==> src/rtl/sflash_cmd_engine.sv <==
module sflash_cmd_engine #(
  parameter int CLK_DIV = 2,
  parameter int LEN_W   = 6,
  parameter int DLY_W   = 16,
  parameter int CS_GAP  = 2
) (
  input  logic             clk,
  input  logic             rst_n,
  input  logic             req_valid,
  input  logic [1:0]       req_kind,
  input  logic [7:0]       req_opcode,
  input  logic             req_has_addr,
  input  logic [23:0]      req_addr,
  input  logic [LEN_W-1:0] req_len,
  input  logic             req_write,
  input  logic             req_poll,
  output logic             req_ack,
  output logic             busy,
  input  logic [7:0]       wr_data,
  output logic             wr_take,
  output logic [7:0]       rd_data,
  output logic             rd_valid,
  input  logic [23:0]      cfg_id,
  input  logic             cfg_ultra,
  input  logic [DLY_W-1:0] cfg_exit_dly,
  input  logic [DLY_W-1:0] cfg_enter_dly,
  output logic             id_err,
  output logic             sck,
  output logic             cs_n,
  output logic             mosi,
  input  logic             miso
);
  localparam int IW = LEN_W + 3;
  localparam int DW = (CLK_DIV > 1) ? $clog2(CLK_DIV) : 1;
  localparam int GW = $clog2(CS_GAP + 1);

  typedef enum logic [2:0] {S_IDLE, S_LOAD, S_SHIFT, S_GAP, S_DELAY} state_t;
  typedef enum logic [2:0] {F_CMD, F_STAT, F_ID, F_CFG, F_WAKE, F_PD} frame_t;

  state_t           state;
  frame_t           frame;
  logic [IW-1:0]    idx;
  logic [7:0]       op_q;
  logic             haddr_q, write_q, poll_q, stat_chk, after_dly;
  logic [23:0]      addr_q;
  logic [LEN_W-1:0] len_q;
  logic [DLY_W-1:0] dly_cnt;
  logic [GW-1:0]    gap_cnt;
  logic [DW-1:0]    div_cnt;
  logic [2:0]       bit_cnt;
  logic             sck_q, id_err_q, rd_valid_q;
  logic [7:0]       tx_sr, rx_sr, st_lo, rd_q;
  logic [23:0]      id_rx;

  logic [IW-1:0] hdr, last_idx;
  logic          in_data, tick;
  logic [7:0]    tx_byte;

  assign hdr     = haddr_q ? IW'(4) : IW'(1);
  assign in_data = (frame == F_CMD) && (idx >= hdr);
  assign tick    = (div_cnt == DW'(CLK_DIV - 1));

  always_comb begin
    case (frame)
      F_CMD:         last_idx = hdr + IW'(len_q) - IW'(1);
      F_STAT:        last_idx = IW'(2);
      F_ID, F_CFG:   last_idx = IW'(3);
      default:       last_idx = '0;
    endcase
  end

  always_comb begin
    tx_byte = 8'h00;
    case (frame)
      F_CMD: begin
        if (idx == '0)                 tx_byte = op_q;
        else if (in_data)              tx_byte = write_q ? wr_data : 8'h00;
        else if (idx == IW'(1))        tx_byte = addr_q[23:16];
        else if (idx == IW'(2))        tx_byte = addr_q[15:8];
        else                           tx_byte = addr_q[7:0];
      end
      F_STAT: tx_byte = (idx == '0) ? 8'hD7 : 8'h00;
      F_ID:   tx_byte = (idx == '0) ? 8'h9F : 8'h00;
      F_CFG: begin
        case (idx[1:0])
          2'd0:    tx_byte = 8'h3D;
          2'd1:    tx_byte = 8'h2A;
          2'd2:    tx_byte = 8'h80;
          default: tx_byte = 8'hA6;
        endcase
      end
      F_WAKE: tx_byte = 8'hAB;
      F_PD:   tx_byte = cfg_ultra ? 8'h79 : 8'hB9;
      default: tx_byte = 8'h00;
    endcase
  end

  assign req_ack  = (state == S_IDLE) && req_valid;
  assign busy     = (state != S_IDLE);
  assign wr_take  = (state == S_LOAD) && in_data && write_q;
  assign cs_n     = !((state == S_LOAD) || (state == S_SHIFT));
  assign sck      = sck_q;
  assign mosi     = tx_sr[7];
  assign rd_data  = rd_q;
  assign rd_valid = rd_valid_q;
  assign id_err   = id_err_q;

  always_ff @(posedge clk or negedge rst_n) begin
    if (!rst_n) begin
      state      <= S_IDLE;
      frame      <= F_CMD;
      idx        <= '0;
      op_q       <= '0;
      haddr_q    <= 1'b0;
      write_q    <= 1'b0;
      poll_q     <= 1'b0;
      stat_chk   <= 1'b0;
      after_dly  <= 1'b0;
      addr_q     <= '0;
      len_q      <= '0;
      dly_cnt    <= '0;
      gap_cnt    <= '0;
      div_cnt    <= '0;
      bit_cnt    <= '0;
      sck_q      <= 1'b0;
      id_err_q   <= 1'b0;
      rd_valid_q <= 1'b0;
      tx_sr      <= '0;
      rx_sr      <= '0;
      st_lo      <= '0;
      rd_q       <= '0;
      id_rx      <= '0;
    end else begin
      rd_valid_q <= 1'b0;
      case (state)
        S_IDLE: begin
          if (req_valid) begin
            op_q    <= req_opcode;
            haddr_q <= req_has_addr;
            addr_q  <= req_addr;
            len_q   <= req_len;
            write_q <= req_write;
            poll_q  <= req_poll;
            idx     <= '0;
            state   <= S_LOAD;
            case (req_kind)
              2'b01: begin
                frame    <= F_WAKE;
                id_err_q <= 1'b0;
              end
              2'b10:   frame <= F_PD;
              default: frame <= F_CMD;
            endcase
          end
        end
        S_LOAD: begin
          tx_sr   <= tx_byte;
          div_cnt <= '0;
          bit_cnt <= '0;
          sck_q   <= 1'b0;
          state   <= S_SHIFT;
        end
        S_SHIFT: begin
          if (!tick) begin
            div_cnt <= div_cnt + DW'(1);
          end else begin
            div_cnt <= '0;
            if (!sck_q) begin
              sck_q <= 1'b1;
              rx_sr <= {rx_sr[6:0], miso};
            end else begin
              sck_q <= 1'b0;
              if (bit_cnt != 3'd7) begin
                tx_sr   <= {tx_sr[6:0], 1'b0};
                bit_cnt <= bit_cnt + 3'd1;
              end else begin
                if (frame == F_STAT && idx == IW'(1)) st_lo <= rx_sr;
                if (frame == F_ID && idx != '0)       id_rx <= {id_rx[15:0], rx_sr};
                if (in_data && !write_q) begin
                  rd_q       <= rx_sr;
                  rd_valid_q <= 1'b1;
                end
                if (idx == last_idx) begin
                  gap_cnt <= '0;
                  state   <= S_GAP;
                end else begin
                  idx   <= idx + IW'(1);
                  state <= S_LOAD;
                end
              end
            end
          end
        end
        S_GAP: begin
          if (gap_cnt != GW'(CS_GAP - 1)) begin
            gap_cnt <= gap_cnt + GW'(1);
          end else begin
            idx   <= '0;
            state <= S_LOAD;
            case (frame)
              F_CMD: begin
                frame    <= F_STAT;
                stat_chk <= 1'b0;
                if (!poll_q) state <= S_IDLE;
              end
              F_PD: begin
                dly_cnt   <= cfg_enter_dly;
                after_dly <= 1'b0;
                state     <= S_DELAY;
              end
              F_WAKE: begin
                dly_cnt   <= cfg_exit_dly;
                after_dly <= 1'b1;
                state     <= S_DELAY;
              end
              F_ID: begin
                frame    <= F_STAT;
                stat_chk <= 1'b1;
                if (id_rx != cfg_id) begin
                  id_err_q <= 1'b1;
                  state    <= S_IDLE;
                end
              end
              F_STAT: begin
                if (stat_chk) begin
                  if (st_lo[0]) state <= S_IDLE;
                  else          frame <= F_CFG;
                end else if (st_lo[7]) begin
                  state <= S_IDLE;
                end
              end
              F_CFG: begin
                frame    <= F_STAT;
                stat_chk <= 1'b0;
              end
              default: state <= S_IDLE;
            endcase
          end
        end
        S_DELAY: begin
          if (dly_cnt != '0) begin
            dly_cnt <= dly_cnt - DLY_W'(1);
          end else if (after_dly) begin
            frame <= F_ID;
            idx   <= '0;
            state <= S_LOAD;
          end else begin
            state <= S_IDLE;
          end
        end
        default: state <= S_IDLE;
      endcase
    end
  end
endmodule

==> config.mk <==
export PLATFORM = sky130hd
export DESIGN_NAME = sflash_cmd_engine
export DESIGN_NICKNAME = d
export VERILOG_FILES = /design/src/rtl/sflash_cmd_engine.sv
export SDC_FILE = /design/constraint.sdc
export NUM_CORES = 1
export LEC_CHECK = 0
export BUFFER_PORTS_ARGS = -buffer_cell sky130_fd_sc_hd__buf_2
export CORE_AREA = 2 2 127 129
export CTS_BUF_LIST = sky130_fd_sc_hd__clkbuf_2 sky130_fd_sc_hd__clkbuf_4 sky130_fd_sc_hd__clkbuf_8
export DETAILED_ROUTE_END_ITERATION = 7
export DIE_AREA = 0 0 129 131
export GPL_ROUTABILITY_DRIVEN = 0
export GPL_TIMING_DRIVEN = 0
export PLACE_DENSITY = 0.72
export SYNTH_ARGS = -nofsm -noshare
export SYNTH_HDL_FRONTEND = slang
export SYNTH_SLANG_ARGS = --single-unit
==> constraint.sdc <==
create_clock -name clk -period 4.1 [get_ports clk]
set_input_delay 0 -clock clk [delete_from_list [all_inputs] [get_ports clk]]
set_output_delay 0 -clock clk [all_outputs]
set_load 0.01 [all_outputs]
==> flow_metrics.tcl <==
set metrics [dict create \
    status "complete, no violations" \
    antenna_found_initial 0 \
    final_cell_area_um2 9760 \
    synth-simple-area-share 0.153 \
    die_area_um2 16900 \
    ant_nets 0 \
    hold_buffers 74 \
    required_ns 4.44 \
    ys_top_cells_by_count "dfrtp_1, nand2_1, mux2_2" \
    io_pins 128 \
    synth_cell_types 79 \
    dpl.hpwl_mm 14.1 \
    instances_no_fill 1245 \
    whs_path_depth 4 \
    synth_seq_area_share 0.433 \
    die_w_um 129 \
    initial_core_util 0.492 \
    seq_area_um2 3330 \
    powerDensity_nw_per_um2 283 \
    drive_gt1_frac 0.263 \
    syn_area_um2 7680 \
    cts_tree "yes" \
    drc_errors 0 \
    synthCells 795 \
    clkTransAtPathRegs_ns 0.08 \
    critPathLaunchType "register" \
    grt_max_degree 89 \
    place_inst 1139 \
    syn2layout_area_growth_pct 27.0 \
    fin_nets 1151 \
    vias_per_cell 5.61 \
    worst_pin_slew_ns 1.13 \
    grtUsageTotal 0.247 \
    crit_type "reg2reg" \
    finalSetupTns_ns 0 \
    fin_skew_ns 0.0190 \
    max-clock-path-buffers 2 \
    hold_viol_final 0 \
    vias 6981 \
    insertion_delay_ns 0.46 \
    synth.avg_cell_area_um2 9.66 \
    synth_top_family_by_area "compound AO/OA/AOI/OAI gates" \
    ir_drop_mv 0.230 \
    slew_headroom 0.239 \
    clock_sinks 133 \
    synth_seq_cells 133 \
    fillers 1303 \
    drv_slew 0 \
    yosys_most_used_dff "dfrtp_1" \
    synth.most_common_cell "dfrtp_1" \
    yosys.area.top_type "dfrtp_1" \
    cp_max_fo 10 \
    postCtsSetupBuffers 0 \
    routedWlPerCell_um 16.5 \
    synth_fp_nets 930 \
    placed_area_um2 8620 \
    wirelength_mm 20.5 \
    grt_pass1_wl_mm 32.8 \
    maxCapViolations 0 \
    synth_edf_count 0 \
    grt_pass1_vias 6729 \
    setup_viol 0 \
    io_buffers 127 \
    core-area_um2 15600 \
    clock-root-buffer "clkbuf_8" \
    multi_input_area_um2 4030 \
    firstDrtPassIters 5 \
    synth.area.top_cells "dfrtp_1, mux2_2, o21ai_0" \
    floorplan.die.height_um 131 \
    hold_class "in2reg" \
    num_rows 46 \
    overflow 0 \
    end_kind "register" \
    synth_top_area_frac 0.433 \
    synth_mux_area_frac 0.126 \
    synth_fa_ha_area_frac 0.0384 \
    finalCritPeriodShare 0.926 \
    drtIter0Drc 647 \
    htree_levels 4 \
    cts-resized-gates 0 \
    ff2ff_path_depth 9 \
    cts_made_buffers 17 \
    synth_xor_area_frac 0.0362 \
    n_antenna_cell 0 \
    worstPathArrival_ns 4.14 \
    max_clock_freq_ghz 0.263 \
    rsz0062_at_grt "false" \
    synth-compound-area-share 0.171 \
    leakage_uw 0.00443 \
    ys.warnings.count 0 \
    fin_crit_ns 3.80 \
    async_flop_share 1.00 \
]
## per-layer routing
layer	share of wire	vias to the layer above	routed length [µm]	global-route usage
met1	0.45	3393	9150	0.333
li1	-	3316	-	-
met5	0	-	0	0
met3	0.046	46	945	0.0448
met4	0.027	0	561	0.107
met2	0.48	226	9830	0.392
## logic make-up after synthesis
group           after synthesis
mux                          87
compound gates              204
xor+xnor                     30
buf+inv                      80
fa+ha+maj                    23
simple gates                238
flops                       133
## final cells by class
| type | instances | area share |
|---|---|---|
| clock inverter | 15 | 0.0165 |
| clock buffer | 17 | 0.0240 |
| buffer | 48 | 0.0210 |
| tap | 216 | 0.0277 |
| multi-input combinational | 582 | 0.413 |
| sequential | 133 | 0.341 |
| inverter | 32 | 0.0123 |
| timing repair buffer | 202 | 0.145 |
## sequential cells by signal, indices dropped and copies added (netlist names), 6 cells and up
| register | cells |
|---|---|
| id_rx | 24 |
| len_q | 6 |
| addr_q | 24 |
| tx_sr | 8 |
| rx_sr | 8 |
| op_q | 8 |
| idx | 9 |
| dly_cnt | 16 |
| rd_data | 8 |
## critical path: stages, from the launching register on
cell           delay, ns
dfrtp_1             0.40
clkbuf_1            0.40
inv_1               0.13
clkbuf_1            0.28
nor3_2              0.88
buf_2               0.49
mux2i_1             0.24
dlygate4sd3_1       0.59
o32ai_1             0.09
a22o_1              0.19
## cell usage in the layout, fill, tap and decap left out, types with 9 or more instances in the layout
master	count
buf_2	140
clkbuf_1	31
nor2_1	48
inv_1	31
o21ai_0	65
o22ai_1	9
mux2_2	75
nor3_1	12
or3_1	15
nand3_1	21
dfrtp_1	133
dlygate4sd3_1	74
ha_1	22
nand2_1	86
a21oi_1	44
xnor2_1	21
clkbuf_8	17
mux2i_1	12
## final timing paths
| kind | slack, ns | start | to |
|---|---|---|---|
| max | 0.30 | frame[2]$_DFFE_PN0P_ | dly_cnt[14]$_DFFE_PN0P_ |
| min | 0.02 | cfg_enter_dly[12] | dly_cnt[12]$_DFFE_PN0P_ |
| max reg2reg | 0.30 | frame[2]$_DFFE_PN0P_ | dly_cnt[14]$_DFFE_PN0P_ |
| min reg2reg | 0.48 | tx_sr[6]$_DFFE_PN0P_ | tx_sr[6]$_DFFE_PN0P_ |
| max in group asynchronous | 3.28 | rst_n | dly_cnt[15]$_DFFE_PN0P_ |
| min in group asynchronous | 0.05 | rst_n | addr_q[6]$_DFFE_PN0P_ |
## stage by stage
stage	utilization	hold slack, ns	total power (µW)	setup WS (ns)
2_1_floorplan	-	-0.296	1500	1.13
3_3_place_gp	0.550	0.201	1610	0.880
3_5_place_dp	0.553	-0.0394	1620	0.847
4_1_cts	0.625	0.00296	2780	0.351
5_1_grt	0.625	0.0395	2870	0.149
6_report	0.625	0.0154	2760	0.304
## report_power, final
group,leakage (µW),internal [µW],switching (µW)
clock,0.000197,505,607
sequential,0.00169,1340,26.9
combinational,0.00254,160,120
No activity file was read; power rests on OpenSTA's default activity.
